--- src/rtl/pru_pkg.sv ---
// Package: shared sizes and fixed addresses for the relocation unit.
// Assumes a 16-bit virtual space split into 8 pages of 8 KiB.
package pru_pkg;
    localparam int VA_W     = 16;
    localparam int PAGE_CNT = 8;
    localparam int PAR_W    = 16;
    localparam int PA_W     = 22;
    localparam int OFS_W    = 13;
    localparam int PG_SH    = 6;
    localparam int VEC_LIM  = 1024;

    localparam logic [15:0] IO_BASE  = 16'o160000;
    localparam logic [15:0] KDSC_BASE = 16'o172300;
    localparam logic [15:0] KBAS_BASE = 16'o172340;
    localparam logic [15:0] UDSC_BASE = 16'o177600;
    localparam logic [15:0] UBAS_BASE = 16'o177640;
    localparam logic [15:0] STAT_ADDR = 16'o177572;
    localparam int          MARK_BIT  = 6;
endpackage

--- src/rtl/pru_io_decode.sv ---
// Module: pru_io_decode
// Decodes the I/O window and the page-register and status addresses.
// Assumes the register windows are aligned to 2*PAGE_CNT bytes.
module pru_io_decode
    import pru_pkg::*;
#(
    parameter int VAW   = VA_W,
    parameter int PAGES = PAGE_CNT,
    localparam int IDX_W = $clog2(PAGES)
) (
    input  logic [VAW-1:0]   vaddr,
    output logic             io_sel,
    output logic             reg_hit,
    output logic             reg_is_base,
    output logic             reg_user,
    output logic [IDX_W-1:0] reg_idx,
    output logic             stat_hit
);
    localparam int HI = VAW - 1;
    localparam int LO = IDX_W + 1;

    logic hit_kd, hit_kb, hit_ud, hit_ub;

    // Compare the upper address bits against each register window.
    always_comb begin
        io_sel   = (vaddr >= IO_BASE[VAW-1:0]);
        hit_kd   = (vaddr[HI:LO] == KDSC_BASE[HI:LO]);
        hit_kb   = (vaddr[HI:LO] == KBAS_BASE[HI:LO]);
        hit_ud   = (vaddr[HI:LO] == UDSC_BASE[HI:LO]);
        hit_ub   = (vaddr[HI:LO] == UBAS_BASE[HI:LO]);
        stat_hit = (vaddr == STAT_ADDR[VAW-1:0]);
        reg_hit     = hit_kd | hit_kb | hit_ud | hit_ub;
        reg_is_base = hit_kb | hit_ub;
        reg_user    = hit_ud | hit_ub;
        reg_idx     = vaddr[IDX_W:1];
    end
endmodule

--- src/rtl/pru_xlate.sv ---
// Module: pru_xlate
// Picks the translation bank from the mode fields and forms the physical address.
// Assumes mode code 2'b11 is user and every other code is kernel.
module pru_xlate
    import pru_pkg::*;
#(
    parameter int VAW   = VA_W,
    parameter int PAGES = PAGE_CNT,
    parameter int PARW  = PAR_W,
    parameter int PAW   = PA_W,
    parameter int OFSW  = OFS_W,
    parameter int SH    = PG_SH,
    localparam int IDX_W = $clog2(PAGES)
) (
    input  logic [VAW-1:0]  vaddr,
    input  logic            is_write,
    input  logic            io_sel,
    input  logic [1:0]      cur_mode,
    input  logic [1:0]      prev_mode,
    input  logic            use_prev,
    input  logic [PARW-1:0] base,
    output logic [IDX_W:0]  xl_sel,
    output logic [PAW-1:0]  paddr
);
    logic [1:0]     mode_fld;
    logic           user_bank;
    logic [PAW-1:0] base_sh;
    logic [PAW-1:0] ofs_ext;

    // Choose the mode field, then apply the vector-area override for reads.
    always_comb begin
        mode_fld  = use_prev ? prev_mode : cur_mode;
        user_bank = (mode_fld == 2'b11);
        if (!is_write && (vaddr < VAW'(VEC_LIM)))
            user_bank = 1'b0;
        xl_sel = {user_bank, vaddr[VAW-1 -: IDX_W]};
    end

    // Relocate: shifted page base plus in-page offset, wrapping at PAW bits.
    always_comb begin
        base_sh = PAW'(base) << SH;
        ofs_ext = PAW'(vaddr[OFSW-1:0]);
        paddr   = io_sel ? '0 : (base_sh + ofs_ext);
    end
endmodule

--- src/rtl/pru_page_bank.sv ---
// Module: pru_page_bank
// Holds the base and descriptor registers of both banks (kernel first, then user).
// Assumes the register write and the written-mark never occur in the same cycle.
module pru_page_bank
    import pru_pkg::*;
#(
    parameter int PAGES = PAGE_CNT,
    parameter int PARW  = PAR_W,
    parameter int MBIT  = MARK_BIT,
    localparam int IDX_W = $clog2(PAGES),
    localparam int NREG  = 2 * PAGES
) (
    input  logic            clk,
    input  logic            rst_n,
    input  logic            reg_we,
    input  logic            reg_is_base,
    input  logic [IDX_W:0]  reg_sel,
    input  logic [PARW-1:0] wdata,
    input  logic            mark_we,
    input  logic [IDX_W:0]  xl_sel,
    output logic [PARW-1:0] rd_data,
    output logic [PARW-1:0] xl_base
);
    logic [PARW-1:0] base_q [NREG];
    logic [PARW-1:0] dsc_q  [NREG];

    for (genvar i = 0; i < NREG; i++) begin : g_page
        // Base register: reset, or load on a matching word write.
        always_ff @(posedge clk) begin
            if (!rst_n)
                base_q[i] <= '0;
            else if (reg_we && reg_is_base && (reg_sel == (IDX_W+1)'(i)))
                base_q[i] <= wdata;
        end

        // Descriptor register: reset, load on write, or set the written bit on a store.
        always_ff @(posedge clk) begin
            if (!rst_n)
                dsc_q[i] <= '0;
            else if (reg_we && !reg_is_base && (reg_sel == (IDX_W+1)'(i)))
                dsc_q[i] <= wdata;
            else if (mark_we && (xl_sel == (IDX_W+1)'(i)))
                dsc_q[i][MBIT] <= 1'b1;
        end
    end

    // Read and translation lookups.
    always_comb begin
        rd_data = reg_is_base ? base_q[reg_sel] : dsc_q[reg_sel];
        xl_base = base_q[xl_sel];
    end

    logic           mark_d;
    logic [IDX_W:0] mark_sel_d;

    // Remember the last store so the mark can be checked one edge later.
    always_ff @(posedge clk) begin
        if (!rst_n) begin
            mark_d     <= 1'b0;
            mark_sel_d <= '0;
        end else begin
            mark_d     <= mark_we;
            mark_sel_d <= xl_sel;
        end
    end

    // A store must leave the written bit set in the page it used.
    always_ff @(posedge clk) begin
        if (rst_n && mark_d)
            assert_mark_set_R8: assert (dsc_q[mark_sel_d][MBIT])
                else $error("written bit not set");
    end

    assert_one_writer_R8: assert property (@(posedge clk) disable iff (!rst_n)
        !(reg_we && mark_we));
endmodule

--- src/rtl/page_reloc_unit.sv ---
// Module: page_reloc_unit (top)
// Relocates 16-bit virtual addresses through two banks of page registers and
// exposes those registers plus a status word in the I/O window.
// Assumes the caller holds the inputs stable for the whole cycle of an access.
module page_reloc_unit
    import pru_pkg::*;
#(
    parameter int VAW   = VA_W,
    parameter int PAGES = PAGE_CNT,
    parameter int PARW  = PAR_W,
    parameter int PAW   = PA_W,
    localparam int IDX_W = $clog2(PAGES),
    localparam int PGW   = VAW - OFS_W
) (
    input  logic            clk,
    input  logic            rst_n,
    input  logic [VAW-1:0]  vaddr,
    input  logic            acc_valid,
    input  logic            acc_we,
    input  logic            acc_byte,
    input  logic [PARW-1:0] wdata,
    input  logic [1:0]      cur_mode,
    input  logic [1:0]      prev_mode,
    input  logic            use_prev,
    input  logic [PGW-1:0]  pc_page,
    output logic [PAW-1:0]  paddr,
    output logic            io_sel,
    output logic            rd_hit,
    output logic [PARW-1:0] rdata
);
    logic             reg_hit, reg_is_base, reg_user, stat_hit;
    logic [IDX_W-1:0] reg_idx;
    logic [IDX_W:0]   xl_sel;
    logic [PARW-1:0]  bank_rd, xl_base, stat_word;
    logic             reg_we, mark_we;

    pru_io_decode #(.VAW(VAW), .PAGES(PAGES)) u_dec (
        .vaddr       (vaddr),
        .io_sel      (io_sel),
        .reg_hit     (reg_hit),
        .reg_is_base (reg_is_base),
        .reg_user    (reg_user),
        .reg_idx     (reg_idx),
        .stat_hit    (stat_hit)
    );

    pru_xlate #(.VAW(VAW), .PAGES(PAGES), .PARW(PARW), .PAW(PAW)) u_xl (
        .vaddr     (vaddr),
        .is_write  (acc_we),
        .io_sel    (io_sel),
        .cur_mode  (cur_mode),
        .prev_mode (prev_mode),
        .use_prev  (use_prev),
        .base      (xl_base),
        .xl_sel    (xl_sel),
        .paddr     (paddr)
    );

    // Qualify strobes: word-only register writes, stores outside the I/O window.
    always_comb begin
        reg_we  = acc_valid && acc_we && !acc_byte && reg_hit;
        mark_we = acc_valid && acc_we && !io_sel;
    end

    pru_page_bank #(.PAGES(PAGES), .PARW(PARW)) u_bank (
        .clk         (clk),
        .rst_n       (rst_n),
        .reg_we      (reg_we),
        .reg_is_base (reg_is_base),
        .reg_sel     ({reg_user, reg_idx}),
        .wdata       (wdata),
        .mark_we     (mark_we),
        .xl_sel      (xl_sel),
        .rd_data     (bank_rd),
        .xl_base     (xl_base)
    );

    // Build the status word and multiplex read data.
    always_comb begin
        stat_word      = '0;
        stat_word[6:5] = (cur_mode == 2'b11) ? 2'b11 : 2'b00;
        stat_word[PGW:1] = pc_page;
        rd_hit = stat_hit | reg_hit;
        if (stat_hit)     rdata = stat_word;
        else if (reg_hit) rdata = bank_rd;
        else              rdata = '0;
    end

    assert_vec_kernel_R4: assert property (@(posedge clk) disable iff (!rst_n)
        (!acc_we && (vaddr < VAW'(VEC_LIM))) |-> (xl_sel[IDX_W] == 1'b0));

    assert_io_no_reloc_R5: assert property (@(posedge clk) disable iff (!rst_n)
        io_sel |-> (paddr == '0));

    assert_byte_ignored_R7: assert property (@(posedge clk) disable iff (!rst_n)
        (acc_valid && acc_we && acc_byte) |-> !u_bank.reg_we);

    assert_stat_mode_R10: assert property (@(posedge clk) disable iff (!rst_n)
        (stat_hit && cur_mode == 2'b11) |-> (rdata[6:5] == 2'b11));
endmodule

--- config.mk ---
export PLATFORM = sky130hd
export DESIGN_NAME = page_reloc_unit
export DESIGN_NICKNAME = d
export VERILOG_FILES = /design/src/rtl/pru_pkg.sv /design/src/rtl/pru_io_decode.sv /design/src/rtl/pru_xlate.sv /design/src/rtl/pru_page_bank.sv /design/src/rtl/page_reloc_unit.sv
export SDC_FILE = /design/constraint.sdc
export NUM_CORES = 1
export LEC_CHECK = 0
export BUFFER_PORTS_ARGS = -buffer_cell sky130_fd_sc_hd__buf_2
export CAP_MARGIN = 15
export CORE_MARGIN = 5
export CORE_UTILIZATION = 55
export DETAILED_ROUTE_END_ITERATION = 10
export HOLD_SLACK_MARGIN = 0.03
export PLACE_DENSITY = 0.8
export SLEW_MARGIN = 20
export SYNTH_ARGS = -nofsm -noshare
export SYNTH_HDL_FRONTEND = slang
export SYNTH_SLANG_ARGS = --single-unit
--- constraint.sdc ---
create_clock -name clk -period 5.6 [get_ports clk]
set_clock_uncertainty 0.2 [all_clocks]
set_input_delay 0.56 -clock clk [delete_from_list [all_inputs] [get_ports clk]]
set_output_delay 0.56 -clock clk [all_outputs]
set_load 0.02 [all_outputs]
Word level (Yosys, flattened, before mapping) --
Memory sizes are Yosys's and may differ from the RTL's. Index checks and enable logic that the tools add are counted.
Storage, ports and cells: register bits 0, memory bits (writable) 512, bits of input ports 45, output and inout bits 40, logic and storage cells 373, memories kept 2
Memories:
- u_bank.base_q | depth 16, bits a word 16, read ports 2, clocked after Yosys merged registers in 0, write ports 16, line pru_page_bank.sv:24 | logic [PARW-1:0] base_q [NREG];
- u_bank.dsc_q | depth 16, bits a word 16, read ports 1, clocked after Yosys merged registers in 0, write ports 16, line pru_page_bank.sv:25 | logic [PARW-1:0] dsc_q [NREG];
Cells by class: add/subtract/negate cells 1, order comparisons 2, equality and inequality tests 37, muxes and demuxes 216, bitwise operators 54, reductions and logical operators 61
Operator list (number):
- $mux 16 | 35
- $mux 1 | 178
- $eq 4x4->1 const B | 16
- $logic_and 1x1->1 | 55
- $or 1x1->1 | 54
- $eq 12x12->1 const B | 4
- $eq 4x3->1 const B | 8
- $add 22x13->22 | 1
- $mux 22 | 1
- $eq 16x16->1 const B | 1
- $eq 4x2->1 const B | 4
- $ge 16x16->1 const B | 1
- $lt 16x11->1 const B | 1
- $eq 4x1->1 const B | 2
- $logic_not 4->1 | 2
- $eq 2x2->1 const B | 2
- $logic_not 1->1 | 4
- $mux 2 | 2

Longest topological paths before layout --
word-level depth 12, depth in mapped cells 17, mapped depth without buffers 12

Hierarchy --
Synthesis repeated with hierarchy kept, for this count alone.
Unflattened totals: cell total of the unflattened synthesis 1896, area total of the unflattened synthesis 26905.8 um^2
Modules (own cells, without submodules):
- pru_page_bank | instances 1, cells an instance 1754, area each 25903.6 um^2, seq. area each 15374.7 um^2
- pru_xlate | instances 1, cells an instance 103, area each 698.2 um^2, seq. area each 0.0 um^2
- page_reloc_unit | instances 1, cells an instance 22, area each 187.7 um^2, seq. area each 0.0 um^2
- pru_io_decode | instances 1, cells an instance 17, area each 116.4 um^2, seq. area each 0.0 um^2

Worst setup path before layout --
OpenSTA, ideal clock, no wires.
kind input-to-output, start in vaddr[13], end out paddr[18], arrival 4.342 ns, data required time 4.840 ns, setup slack 0.498 ns, stages 13, buffers on the path 4, cell sequence buf_6 buf_12 buf_12 clkbuf_1 mux4_2 mux4_2 ha_1 a21oi_1 a21o_1 a21boi_0 nor2_1 or4_1 a21oi_1
Between the ends: word-level cells in the longest chain between the ends 6, elaborated cells between the ends (all ways) 7, classes of those cells 1 x add/sub; 2 x order compare; 2 x mux; 1 x reduce/logical; 1 x memory
RTL lines:
- from (decl) | line page_reloc_unit.sv:17 | input logic [VAW-1:0] vaddr,
- $lt 16x11->1 | line pru_xlate.sv:34 | if (!is_write && (vaddr < VAW'(VEC_LIM)))
- $logic_and 1x1->1 | line pru_xlate.sv:34
- $mux 1 | line pru_xlate.sv:34
- $mem_v2 16x16
- $add 22x13->22 | line pru_xlate.sv:43 | paddr = io_sel ? '0 : (base_sh + ofs_ext);
- $mux 22 (*) | line pru_xlate.sv:43
- to (decl) | line page_reloc_unit.sv:26 | output logic [PAW-1:0] paddr,
Every way passes the cells marked *; elsewhere a longest branch is shown, timed or not.

Worst setup path in the final report --
start in vaddr[13], end out paddr[21]
The elaborated chain is that of the path after synthesis.

==> impl_metrics.toml <==
[yosys]
ys_seq_area_frac = 0.5796
syn-cell-area_sq_um = 26530
async_flop_share = 0
ys_types = 55
avgSynthCellArea_sq_um = 15.37
yosysWarnings = 0
synth_edf_count = 512
synth-seq-cells = 512
ys.flop_type = "edfxtp_1"
synth_cells = 1726
synth_nets = 1781

[sta]
slew_headroom = 0.2573
worstMarginPinSlew_ns = 1.114
drv_slew = 0
maxClockFrequency_mhz = 195.6
finalSetupViolCount = 0
finalSetupTns_ns = 0
fin_crit_ns = 5.112
rsz0062_at_grt = "no"
min_period_over_period = 0.9128
holdWs_ns = 0.3892
hold_viol = 0

[global_route]
grt_pass1_wl_microns = 106100
grt_pass1_vias = 16460
grt_usage = 0.2717
antenna_found_initial = 0
grt_max_degree = 100
grt-ovfl-total = 0

[route]
dr.first_iter.drc_count = 2292
vias = 16170
via_per_inst = 6.667
drtAntennaViolNets = 0
drt_first_pass_iters = 6
drc = 0
routed_wl_microns = 71000
routedWlPerCell_microns = 29.26

[critical_path]
endpoint_kind = "output port"
path_class = "input port to output port"
crit_arrival_ns = 4.35
crit_path_max_fanout = 34
crit_required_ns = 4.84
critPathLaunchType = "input port"

[floorplanning]
start_util = 0.5556
die_h_microns = 229.6
core.rowCount = 80
fp.dieW_microns = 229.6
io-pin-count = 85
coreArea_sq_um = 47750
dieArea_sq_um = 52730

[final_layout]
nFillCells = 3363
fin_util = 0.6117
drive_above_1_share = 0.2709
stdcell_count = 2426
layout.nets = 1824
syn_to_final_growth_pct = 10.09

[placement]
post-dp-hpwl_microns = 43940
numPortBuffers = 84
routabilityCongestion = 0.8598
dp_cells = 2332

[clock_tree]
cts-root-buf = "clkbuf_16"
cts-resized-gates = 0
numCtsBuffers = 50
cts.clk_slew.worst_paths_ns = 0.06
h-tree-depth = 2
cts_setup_buffers = 0
cts_tree = "built"
postCtsHoldBufs = 0
cts_sinks = 512
clk_path_buf_depth = 3

[power]
clockPowerShare = 0.377
powerDensity_nw_per_um2 = 298.7
fin_total_pwr_mw = 8.724
p_sw_frac = 0.2377
combPwrFrac = 0.110
switchingPower_mw = 2.073
leakage_nw = 10.08
ir_drop_mv = 0.1868
p_seq_frac = 0.513
p_int_mw = 6.651

[run]
maxCapViolations = 0

[worst_hold_path]
min_path_type = "input port to flip-flop"

[status]
outcome = "complete, no violations"
## synthesized netlist by cell type, types with 3 or more instances
library cell | count | area share
buf_2 | 32 | 0.0060
ha_1 | 9 | 0.0042
o21ai_0 | 35 | 0.0066
a22o_1 | 4 | 0.0013
a21oi_1 | 19 | 0.0036
buf_12 | 4 | 0.0030
buf_1 | 13 | 0.0018
nand4_1 | 5 | 0.0012
or4_1 | 5 | 0.0014
and2_1 | 506 | 0.12
a31oi_1 | 3 | 0.00071
inv_1 | 9 | 0.0013
mux2i_1 | 6 | 0.0023
nand2b_1 | 4 | 0.00094
and4_1 | 3 | 0.00099
nor3_2 | 3 | 0.0011
nand2_1 | 57 | 0.0081
o21ai_1 | 10 | 0.0019
nor2_1 | 41 | 0.0058
nand3_1 | 12 | 0.0023
mux4_1 | 9 | 0.0089
or2_2 | 3 | 0.00071
o31ai_1 | 5 | 0.0014
xor2_1 | 7 | 0.0023
nand3b_1 | 4 | 0.0011
clkbuf_1 | 104 | 0.015
edfxtp_1 | 512 | 0.58
nor2b_1 | 5 | 0.0012
mux4_2 | 231 | 0.20
or3_1 | 5 | 0.0012
nor2_4 | 10 | 0.0042
or2_1 | 4 | 0.00094
nor3_1 | 12 | 0.0023
a21o_1 | 6 | 0.0017
## worst paths after layout
kind	from	endpoint	cells past startpoint
setup / recovery	vaddr[13]	paddr[21]	11
hold / removal	wdata[15]	u_bank.base_q[11][15]$_SDFFCE_PN0P_	2
## stage by stage
step           area (sq um)  worst slack [ns]
3_5_place_dp          27630            0.5042
3_3_place_gp          27610            0.5766
5_1_grt               29200            0.1569
4_1_cts               29190            0.4946
2_1_floorplan         26530            0.4978
6_report              29200            0.4881
## critical path: stages
cell	delay [ns]
buf_4	0.50
buf_4	0.32
mux4_2	0.51
mux4_2	0.46
ha_1	0.36
nand2_1	0.09
o211ai_1	0.40
nand2_1	0.28
nor4b_1	0.42
mux2i_1	0.22
buf_2	0.18
## kinds of logic after synthesis
group / synth area share
adders and majority gates: 0.005000
DFF: 0.5796
AOI/OAI and AO/OA: 0.01981
and+or+nand+nor: 0.1576
xor gates and xnor gates: 0.002311
buffers and inverters: 0.02844
muxes: 0.2073
## power groups by stage
stage	clock [mW]	sequential, mW	combinational [mW]
after CTS	3.31	4.48	0.948
after detailed placement	0	4.55	0.942
after global routing	3.48	4.49	1.01
final	3.29	4.48	0.957
after floorplan	0	4.52	0.638
after global placement	0	4.54	0.926
## flip-flops by register name, indices dropped and copies added, names as in the netlist
name           flops
u_bank.base_q    256
u_bank.dsc_q     256
## final cells by class
class                      count  area, sq um  area share
clock inverter                31        246.5    0.008440
tap                          615        769.5     0.02635
timing repair buffer         147        949.7     0.03252
inverter                      12        45.04    0.001542
clock buffer                  61         1314     0.04499
sequential                   512        15370      0.5265
antenna                        2        5.005   0.0001714
multi-input combinational   1046        10500      0.3595
## routing by layer
metal	up-vias	wire, microns	global-route usage	part of all wire
met5	-	0	0	0
met4	0	3084	0.1101	0.043
met3	207	9693	0.08150	0.14
met2	1160	34090	0.4327	0.48
met1	8176	24130	0.3545	0.34
li1	6630	-	-	-
## cell usage in the layout, fill, tap and decap left out, drive strengths merged, types with 2 or more instances in the layout
| cell | n |
|---|---|
| edfxtp | 512 |
| and2 | 506 |
| mux4 | 240 |
| buf | 147 |
| clkbuf | 61 |
| nand2 | 58 |
| nor2 | 53 |
| o21ai | 45 |
| clkinv | 27 |
| a21oi | 20 |
| nor3 | 15 |
| nand3 | 12 |
| inv | 12 |
| ha | 9 |
| xor2 | 7 |
| nand4 | 7 |
| or2 | 7 |
| a21o | 6 |
| mux2i | 6 |
| o31ai | 5 |
| or4 | 5 |
| or3 | 5 |
| nor2b | 5 |
| nand3b | 4 |
| nand2b | 4 |
| a22o | 4 |
| bufinv | 4 |
| and4 | 3 |
| a31oi | 3 |
| nor4 | 3 |
| diode | 2 |
| nand4b | 2 |
| o21bai | 2 |
| o41ai | 2 |
Note: power is estimated with default switching activity, not from simulation.
